--- config.mk ---
export PLATFORM = sky130hd
export DESIGN_NAME = rdp_erase_seq
export DESIGN_NICKNAME = d
export VERILOG_FILES = /design/src/rtl/rdp_erase_pkg.sv /design/src/rtl/rdp_skip_calc.sv /design/src/rtl/rdp_cfg_snap.sv /design/src/rtl/rdp_erase_seq.sv
export SDC_FILE = /design/constraint.sdc
export NUM_CORES = 1
export LEC_CHECK = 0
export BUFFER_PORTS_ARGS = -buffer_cell sky130_fd_sc_hd__clkbuf_2
export CAP_MARGIN = 40
export CORE_UTILIZATION = 55
export DETAILED_ROUTE_END_ITERATION = 10
export PLACE_DENSITY = 0.77
export SYNTH_ARGS = -nofsm -noshare
export SYNTH_HDL_FRONTEND = slang
export SYNTH_SLANG_ARGS = --single-unit
--- constraint.sdc ---
create_clock -name clk_i -period 9.93 [get_ports clk_i]
set_clock_uncertainty 0.15 [all_clocks]
set_input_delay 1.4895 -clock clk_i [delete_from_list [all_inputs] [get_ports clk_i]]
set_output_delay 1.4895 -clock clk_i [all_outputs]
set_load 0.01 [all_outputs]
--- src/rtl/rdp_erase_pkg.sv ---
package rdp_erase_pkg;

  typedef enum logic [2:0] {
    OP_PAGE    = 3'd0,
    OP_BANK    = 3'd1,
    OP_MASS    = 3'd2,
    OP_AUX     = 3'd3,
    OP_RESTORE = 3'd4
  } erase_op_e;

  typedef enum logic [2:0] {
    ST_IDLE,
    ST_ENTER,
    ST_PAGE,
    ST_BANK,
    ST_MASS,
    ST_AUX,
    ST_RESTORE
  } seq_state_e;

endpackage

--- src/rtl/rdp_skip_calc.sv ---
// Moves a candidate page past the protected window; ovf_o marks end of bank.
module rdp_skip_calc #(
  parameter int unsigned PAGE_W = 8
) (
  input  logic [PAGE_W:0]   cand_i,
  input  logic [PAGE_W-1:0] lo_i,
  input  logic [PAGE_W-1:0] hi_i,
  output logic [PAGE_W-1:0] next_o,
  output logic              ovf_o
);

  logic [PAGE_W:0] lo_x, hi_x, res;
  logic            in_win;

  assign lo_x = {1'b0, lo_i};
  assign hi_x = {1'b0, hi_i};

  always_comb begin
    in_win = (lo_x <= hi_x) && (cand_i >= lo_x) && (cand_i <= hi_x);
    res    = in_win ? hi_x + 1'b1 : cand_i;
  end

  assign next_o = res[PAGE_W-1:0];
  assign ovf_o  = res[PAGE_W];

endmodule

--- src/rtl/rdp_cfg_snap.sv ---
module rdp_cfg_snap #(
  parameter int unsigned N_BANKS = 2,
  parameter int unsigned PAGE_W  = 8
) (
  input  logic                      clk_i,
  input  logic                      rst_ni,
  input  logic                      load_i,
  input  logic                      full_i,
  input  logic [N_BANKS-1:0]        en_i,
  input  logic [N_BANKS*PAGE_W-1:0] lo_i,
  input  logic [N_BANKS*PAGE_W-1:0] hi_i,
  output logic                      full_o,
  output logic [N_BANKS-1:0]        en_o,
  output logic [N_BANKS*PAGE_W-1:0] lo_o,
  output logic [N_BANKS*PAGE_W-1:0] hi_o
);

  always_ff @(posedge clk_i or negedge rst_ni) begin
    if (!rst_ni) begin
      full_o <= 1'b0;
      en_o   <= '0;
      lo_o   <= '0;
      hi_o   <= '0;
    end else if (load_i) begin
      full_o <= full_i;
      en_o   <= en_i;
      lo_o   <= lo_i;
      hi_o   <= hi_i;
    end
  end

endmodule

--- src/rtl/rdp_erase_seq.sv ---
module rdp_erase_seq
  import rdp_erase_pkg::*;
#(
  parameter int unsigned N_BANKS = 2,
  parameter int unsigned PAGE_W  = 8,
  localparam int unsigned BANK_W = (N_BANKS > 1) ? $clog2(N_BANKS) : 1
) (
  input  logic                      clk_i,
  input  logic                      rst_ni,
  input  logic                      start_i,
  input  logic                      full_erase_i,
  input  logic [N_BANKS-1:0]        prot_en_i,
  input  logic [N_BANKS*PAGE_W-1:0] prot_lo_i,
  input  logic [N_BANKS*PAGE_W-1:0] prot_hi_i,
  output logic                      cmd_valid_o,
  output logic [2:0]                cmd_op_o,
  output logic [BANK_W-1:0]         cmd_bank_o,
  output logic [PAGE_W-1:0]         cmd_page_o,
  input  logic                      cmd_done_i,
  output logic                      busy_o,
  output logic                      done_o
);

  localparam logic [BANK_W-1:0] LAST_BANK = BANK_W'(N_BANKS - 1);

  seq_state_e          state_q, state_d;
  logic [BANK_W-1:0]   bank_q, bank_d;
  logic [PAGE_W-1:0]   page_q, page_d;
  logic                done_q, done_d;
  logic                adv;

  logic                      full_q;
  logic [N_BANKS-1:0]        en_q;
  logic [N_BANKS*PAGE_W-1:0] lo_q, hi_q;

  rdp_cfg_snap #(
    .N_BANKS (N_BANKS),
    .PAGE_W  (PAGE_W)
  ) u_snap (
    .clk_i  (clk_i),
    .rst_ni (rst_ni),
    .load_i (start_i && (state_q == ST_IDLE)),
    .full_i (full_erase_i),
    .en_i   (prot_en_i),
    .lo_i   (prot_lo_i),
    .hi_i   (prot_hi_i),
    .full_o (full_q),
    .en_o   (en_q),
    .lo_o   (lo_q),
    .hi_o   (hi_q)
  );

  // On entry the walk starts at page 0, afterwards at the page after the last one.
  logic [PAGE_W:0]   cand;
  logic [PAGE_W-1:0] nxt_pg  [N_BANKS];
  logic              nxt_ovf [N_BANKS];
  logic [PAGE_W-1:0] sel_pg;
  logic              sel_ovf;

  assign cand = (state_q == ST_ENTER) ? '0 : {1'b0, page_q} + 1'b1;

  for (genvar b = 0; b < N_BANKS; b++) begin : g_bank
    rdp_skip_calc #(
      .PAGE_W (PAGE_W)
    ) u_skip (
      .cand_i (cand),
      .lo_i   (lo_q[b*PAGE_W +: PAGE_W]),
      .hi_i   (hi_q[b*PAGE_W +: PAGE_W]),
      .next_o (nxt_pg[b]),
      .ovf_o  (nxt_ovf[b])
    );
  end

  assign sel_pg  = nxt_pg[bank_q];
  assign sel_ovf = nxt_ovf[bank_q];

  always_comb begin
    state_d = state_q;
    bank_d  = bank_q;
    page_d  = page_q;
    done_d  = 1'b0;
    adv     = 1'b0;
    unique case (state_q)
      ST_IDLE: begin
        if (start_i) begin
          state_d = ST_ENTER;
          bank_d  = '0;
        end
      end
      ST_ENTER: begin
        if (full_q)              state_d = ST_MASS;
        else if (!en_q[bank_q])  state_d = ST_BANK;
        else if (sel_ovf)        adv     = 1'b1;
        else begin
          page_d  = sel_pg;
          state_d = ST_PAGE;
        end
      end
      ST_PAGE: begin
        if (cmd_done_i) begin
          if (sel_ovf) adv    = 1'b1;
          else         page_d = sel_pg;
        end
      end
      ST_BANK:    if (cmd_done_i) adv = 1'b1;
      ST_MASS:    if (cmd_done_i) state_d = ST_AUX;
      ST_AUX:     if (cmd_done_i) state_d = ST_RESTORE;
      ST_RESTORE: begin
        if (cmd_done_i) begin
          state_d = ST_IDLE;
          done_d  = 1'b1;
        end
      end
      default: state_d = ST_IDLE;
    endcase
    if (adv) begin
      if (bank_q == LAST_BANK) state_d = ST_AUX;
      else begin
        bank_d  = bank_q + 1'b1;
        state_d = ST_ENTER;
      end
    end
  end

  always_ff @(posedge clk_i or negedge rst_ni) begin
    if (!rst_ni) begin
      state_q <= ST_IDLE;
      bank_q  <= '0;
      page_q  <= '0;
      done_q  <= 1'b0;
    end else begin
      state_q <= state_d;
      bank_q  <= bank_d;
      page_q  <= page_d;
      done_q  <= done_d;
    end
  end

  always_comb begin
    cmd_valid_o = 1'b1;
    cmd_op_o    = OP_PAGE;
    cmd_bank_o  = '0;
    cmd_page_o  = '0;
    unique case (state_q)
      ST_PAGE: begin
        cmd_bank_o = bank_q;
        cmd_page_o = page_q;
      end
      ST_BANK: begin
        cmd_op_o   = OP_BANK;
        cmd_bank_o = bank_q;
      end
      ST_MASS:    cmd_op_o = OP_MASS;
      ST_AUX:     cmd_op_o = OP_AUX;
      ST_RESTORE: cmd_op_o = OP_RESTORE;
      default:    cmd_valid_o = 1'b0;
    endcase
  end

  assign busy_o = (state_q != ST_IDLE);
  assign done_o = done_q;

endmodule

[After elaboration in Yosys (flattened, before gate mapping)]
Cells that the tools add are included.
Storage, ports and cells
  bits of input ports: 39
  flip-flop bits (word level): 48
  logic and storage cells: 89
  output and inout port bits: 15
Operators by class
  bitwise logic cells: 1
  order comparisons: 8
  muxes and demuxes: 41
  equal/unequal tests: 15
  reductions and logical operators: 12
  $add $sub $neg: 4
Operator list (count)
  8-bit 2-to-1 mux: 8
  8-bit by 1-bit adder with 9-bit output (second input constant): 3
  3-bit 2-to-1 mux: 9
  9-bit 2-to-1 mux: 3
  9-bit by 8-bit greater-or-equal comparator with 1-bit output: 2
  9-bit by 8-bit less-or-equal comparator with 1-bit output: 2
  3-bit one-hot mux with 6 select lines: 1
  1-bit 2-to-1 mux: 17
  8-bit less-or-equal comparator: 2
  8-bit one-hot mux with 2 select lines: 1
  3-bit inequality test (second input constant): 4
  3-bit one-hot mux with 4 select lines: 1
  3-bit equality test (second input constant): 3
  3-bit by 2-bit equality test with 1-bit output (second input constant): 2
  6-bit AND reduction: 1
  1-bit logical AND: 5
  5-bit by 4-bit inequality test with 1-bit output (second input constant): 1
  5-bit OR reduction: 1
  2-bit by 1-bit inequality test with 1-bit output (second input constant): 2
  2-bit inequality test (second input constant): 2
  4-bit AND reduction: 1
  3-bit by 1-bit equality test with 1-bit output (second input constant): 1
  3-bit zero test: 1
  1-bit one-hot mux with 3 select lines: 1
  7 further kinds: 7

[Logic depth before layout (Yosys ltp)]
  word-level depth: 15
  gate-level depth with buffers: 16
  mapped depth without buffers: 13

[Cells and area by module]
A second synthesis with hierarchy kept.
Unflattened totals
  cell total of the unflattened synthesis: 377
  area total of the unflattened synthesis: 4130.2 µm²
By module, submodules not included
  rdp_skip_calc: cells an instance 97, area an instance 815.8 µm², seq. area each 0.0 µm², instances 2
  rdp_cfg_snap: cells an instance 74, area an instance 1453.9 µm², seq. area each 875.8 µm², instances 1
  rdp_erase_seq: cells an instance 109, area an instance 1044.8 µm², seq. area each 325.3 µm², instances 1

[Least setup slack after synthesis]
No wires, ideal clock.
  kind: register to register
  start: register state_q[1]
  end: register page_q[1]
  period minus slack after synthesis: 3979 ps
  library setup time: 125 ps
  cell stages (with the launch flop): 15
  data required time: 9655 ps
  arrival time: 3704 ps
  buffers on the path: 3
  slack: 5951 ps
  cell sequence: dfrtp_1 -> buf_2 -> nor3b_1 -> clkbuf_1 -> nor2_1 -> ha_1 -> and3_1 -> a211oi_1 -> o21ai_0 -> a311o_1 -> o21a_1 -> or4_4 -> and3_4 -> buf_6 -> mux2_4
On the way
  word-level cells in the longest chain between the ends: 13
  elaborated cells between the ends (all ways): 29
  those cells by class: order compare (4); eq/ne (5); mux (14); reduce/logical (6)
Ends and longest elaborated chain
  start: declaration: RTL line rdp_erase_seq.sv:26  | seq_state_e state_q, state_d;
  start signal: assignment: RTL line rdp_erase_seq.sv:132  | state_q <= state_d;
  3-bit by 1-bit equality test with 1-bit output: RTL line rdp_erase_seq.sv:60, rdp_erase_seq.sv:83
  9-bit 2-to-1 mux: RTL line rdp_erase_seq.sv:60  | assign cand = (state_q == ST_ENTER) ? '0 : {1'b0, page_q} + 1'b1;
  9-bit by 8-bit greater-or-equal comparator with 1-bit output: RTL line rdp_skip_calc.sv:19  | in_win = (lo_x <= hi_x) && (cand_i >= lo_x) && (cand_i <= hi_x);
  1-bit logical AND (2 in a row): RTL line rdp_skip_calc.sv:19
  9-bit 2-to-1 mux: RTL line rdp_skip_calc.sv:20  | res = in_win ? hi_x + 1'b1 : cand_i;
  8-bit 2-to-1 mux (implied by the code) or 1-bit 2-to-1 mux (tied branches) (3 in a row): RTL line rdp_erase_seq.sv:74, rdp_erase_seq.sv:75
  8-bit 2-to-1 mux: RTL line rdp_erase_seq.sv:93, rdp_erase_seq.sv:101
  8-bit 2-to-1 mux: RTL line rdp_erase_seq.sv:92  | else if (!en_q[bank_q]) state_d = ST_BANK;
  8-bit 2-to-1 mux: RTL line rdp_erase_seq.sv:91  | if (full_q) state_d = ST_MASS;
  8-bit one-hot mux with 2 select lines: RTL line rdp_erase_seq.sv:83  | unique case (state_q)
  end signal: assignment: RTL line rdp_erase_seq.sv:134  | page_q <= page_d;
  end: declaration: RTL line rdp_erase_seq.sv:28  | logic [PAGE_W-1:0] page_q, page_d;
Several ways; a longest one is shown, not always the timed one. The select of a mux whose other input is x is not followed.
A chain may end at the register's enable or synchronous reset.

[Final worst setup path]
  start: register state_q[0]
  end: register page_q[1]
The elaborated chain is that of the path after synthesis.

==> impl_results.md <==
- Setup Crit Path Kind: flip-flop to flip-flop
- Relative slew slack: 53.99%
- ANT nets after route: 0
- Async set-reset flop share out of synthesis: 100.0%
- Post-synth top area cell: dfrtp_1
- Vias per std cell: between 5 and 6
- Peak VDD IR: 184.6 uV
- DRC Markers: 0
- Rows: 30
- Layout cells sized above 1: 16.60%
- Unrepaired setup endpoints after global routing: no
- Final Instance Area: 4325 um^2
- Gr ovfl total: 0
- Core footprint: 6794 um^2
- Final hold vios: 0
- Main area contributors after synthesis: dfrtp_1 31%, ha_1 15%, o21ai_0 5.8%
- Pleak: roughly 2 nW
- Final Non-Filler Cells: 596
- Worst Max-Slew Pin Slew: 0.6849 ns
- Pins over their slew limit: 0
- Post-DP HPWL: 7.577 mm
- Switching Share: between 50% and 60%
- Slowest CP cell: or4_4
- DRT Pass-1 Iters: 5
- Ant diodes: 0
- Max-Cap Viols: 0
- Final net count: 585
- Worst-Skew Late Latency: 0.31 ns
- Critical path cell sequence: nor3b_1 -> buf_4 -> nor2_1 -> ha_1 -> and3_1 -> a211oi_1 -> o21ai_0 -> a311o_1 -> o21a_1 -> or4_4 -> and3_4 -> mux2_4
- Initial antenna violation count: 0
- Num CTS Buffers: 5
- Max Fanout on Critical Path: 17
- Pwr dens: 408.4 nW/um^2
- Post-Syn Instances: 453
- Placed Area: 4199 um^2
- Share of the yosys chip area belonging to registers: between 30% and 40%
- Initial Util: between 50% and 60%
- Clock power share: under 10%
- CP delay by family, top: simple AND/OR/NAND/NOR gates
- Largest net degree at the start of global routing: 66
- CP Launch Type: flip-flop
- Worst Hold Class: flip-flop to flip-flop
- H-Tree Depth: 2
- Outcome: completed
- WP data arrival: 4.47 ns
- Detailed router's first-iteration violation count: 225
- Pint: about 0.9 mW
- Die W: around 86 um
- Crit end category: flip-flop
- Gr usage total: 28.01%
- Post-CTS Resized: 0
- Buf+Inv Stages, Crit Path: 1
- Wirelength per Cell: 16.33 um
- Slowest stage delay, CP: between 0.6 and 0.7 ns
- Hold buffers post-CTS: 0
- Clk slew on worst S/H paths: 0.09 ns
- Routed WL: 9.732 mm
- Fin crit share: 44.54%
- Number of synthesized register bits: 48
- Post-synth EDFFs: 0
- WP data required: 9.98 ns
- DR vias: 3528
- Post-synth top area share: 31.04%
- Mapped Area: 3870 um^2
- Tmin final: 4.423 ns
- Combinational share of power: 68.0%
- P_sw: between 0.8 and 0.9 mW
- Die area: around 7400 um^2
- CTS Sinks: 48
- Placed cells: 588
- Synth cell types: 60
- Flop pwr share: 23.2%
- Area Growth Syn to Fin: 11.77%
- Synth Flop Type: dfrtp_1
- First-pass GRT wire length: 16.03 mm
- # Post-CTS Setup Buffers: 0
- Mean cell area of the mapped netlist: 8.543 um^2
- CTS root buf: clkbuf_8
- Top Ports: between 50 and 60
- Max Root-Sink Buffers: 2
- TritonCTS clock tree: yes
- Achievable Freq: 226.1 MHz
- Routability cong.: 0.9357
- Synth warn: 0
- Final setup fails: 0
- IO Port Bufs: 53
- Vias in the first global route: approximately 3.3k
- Die Ht: 85.88 um
- Synthesized Nets: 539
- Setup TNS: 0 ns
==> worst reg2reg max path, cell delays in order, from the launching register on <==
cell      delay (ns)
dfrtp_1         0.54
nor3b_1         0.22
buf_4           0.19
nor2_1          0.46
ha_1            0.37
and3_1          0.17
a211oi_1        0.26
o21ai_0         0.19
a311o_1         0.39
o21a_1          0.24
or4_4           0.61
and3_4          0.25
mux2_4          0.29
==> path summary, 6_finish.rpt <==
check | startpoint | end | slack [ns] | cells after the start
worst max register to register | state_q[0] | page_q[1] | 5.51 | 12
worst min-delay path | u_snap.en_o[0] | u_snap.en_o[0] | 0.37 | 1
min in group asynchronous | rst_ni | page_q[1] | 1.12 | 2
max in group asynchronous | rst_ni | u_snap.lo_o[13] | 8.11 | 2
worst max-delay path | state_q[0] | page_q[1] | 5.51 | 12
worst min register to register | u_snap.en_o[0] | u_snap.en_o[0] | 0.37 | 1
==> cells in the mapped netlist, types with 5 or more instances <==
master,n
dfrtp_1,48
a31oi_1,14
nand2_1,49
mux2_2,7
xnor2_1,11
nor3_1,7
o21ai_0,45
clkbuf_1,12
and3_1,7
and2_1,12
nor2b_1,9
nand4_1,9
xor2_1,6
a21oi_1,17
a32oi_1,5
nor2_1,20
inv_1,39
a211oi_1,6
nand3_1,16
ha_1,47
==> layer usage <==
metal  vias to the layer above  wire length [um]  GRT usage (%)
li1                       1727                 -              -
met1                      1657              4488          38.97
met2                       129              4451          44.52
met3                        15               593          4.909
met4                         0               198          8.485
met5                         -                 0              0
==> layout make-up <==
cell class	instances	area, um^2
Clock inverter	1	30.03
Fill cell	606	2469
Tap cell	96	120.1
Clock buffer	7	96.34
Timing Repair Buffer	58	299.0
Multi-Input combinational cell	347	2432
Sequential cell	48	1201
Inverter	39	146.4
==> cell usage in the layout, fill, tap and decap left out, types with 3 or more instances in the layout <==
| master | instances |
|---|---|
| inv_1 | 39 |
| clkbuf_2 | 53 |
| nand3_1 | 16 |
| o22a_1 | 3 |
| a211oi_1 | 6 |
| nand2_1 | 49 |
| o31ai_1 | 3 |
| xor2_1 | 6 |
| or3_1 | 3 |
| o31a_1 | 4 |
| a21o_1 | 3 |
| ha_1 | 47 |
| and2_1 | 12 |
| o21a_1 | 4 |
| o21ai_0 | 45 |
| xnor2_1 | 11 |
| mux2_2 | 7 |
| dfrtp_1 | 48 |
| a31oi_1 | 14 |
| nor2_1 | 19 |
| and3_1 | 7 |
| a32oi_1 | 5 |
| clkbuf_8 | 7 |
| nand4_1 | 9 |
| buf_4 | 4 |
| nor2b_1 | 9 |
| a21oi_1 | 17 |
| nor3_1 | 7 |
==> sequential cells by signal, summed over array words and instances (netlist names) <==
| register | count |
|---|---|
| u_snap.hi_o | 16 |
| u_snap.lo_o | 16 |
| page_q | 8 |
| state_q | 3 |
| u_snap.en_o | 2 |
| bank_q | 1 |
| done_o | 1 |
| u_snap.full_o | 1 |
==> power by group through the flow <==
| stage | logic (mW) | clock network [mW] | registers, mW |
|---|---|---|---|
| after global routing | 1.35 | 0.169 | 0.423 |
| after global placement | 1.14 | 0 | 0.407 |
| after floorplan | 0.915 | 0 | 0.359 |
| after detailed placement | 1.18 | 0 | 0.412 |
| after CTS | 1.19 | 0.161 | 0.407 |
| final | 1.20 | 0.156 | 0.409 |
==> logic make-up (layout without fill, tap and decap cells) <==
family                     after synthesis  after routing  synth area share [%]
DFF                                     48             48                 31.04
muxes                                    9              9                 2.683
and+or+nand+nor                        144            144                 18.98
adders and majority gates               48             48                 15.49
xor gates and xnor gates                17             17                 3.847
buffers and inverters                   58            105                 6.304
AOI/OAI and AO/OA                      129            129                 21.66
==> metrics by stage <==
step           hold WS (ns)  total power [mW]  utilization [%]  worst slack, ns
6_report             0.3662             1.767            63.66            5.507
5_1_grt              0.3874             1.941            63.66            5.289
4_1_cts              0.3715             1.754            63.66            5.548
3_5_place_dp         0.3488             1.588            61.80            5.557
3_3_place_gp         0.3363             1.546            61.64            5.647
2_1_floorplan        0.3250             1.274                -            5.951
(Power assumes the default switching activity.)
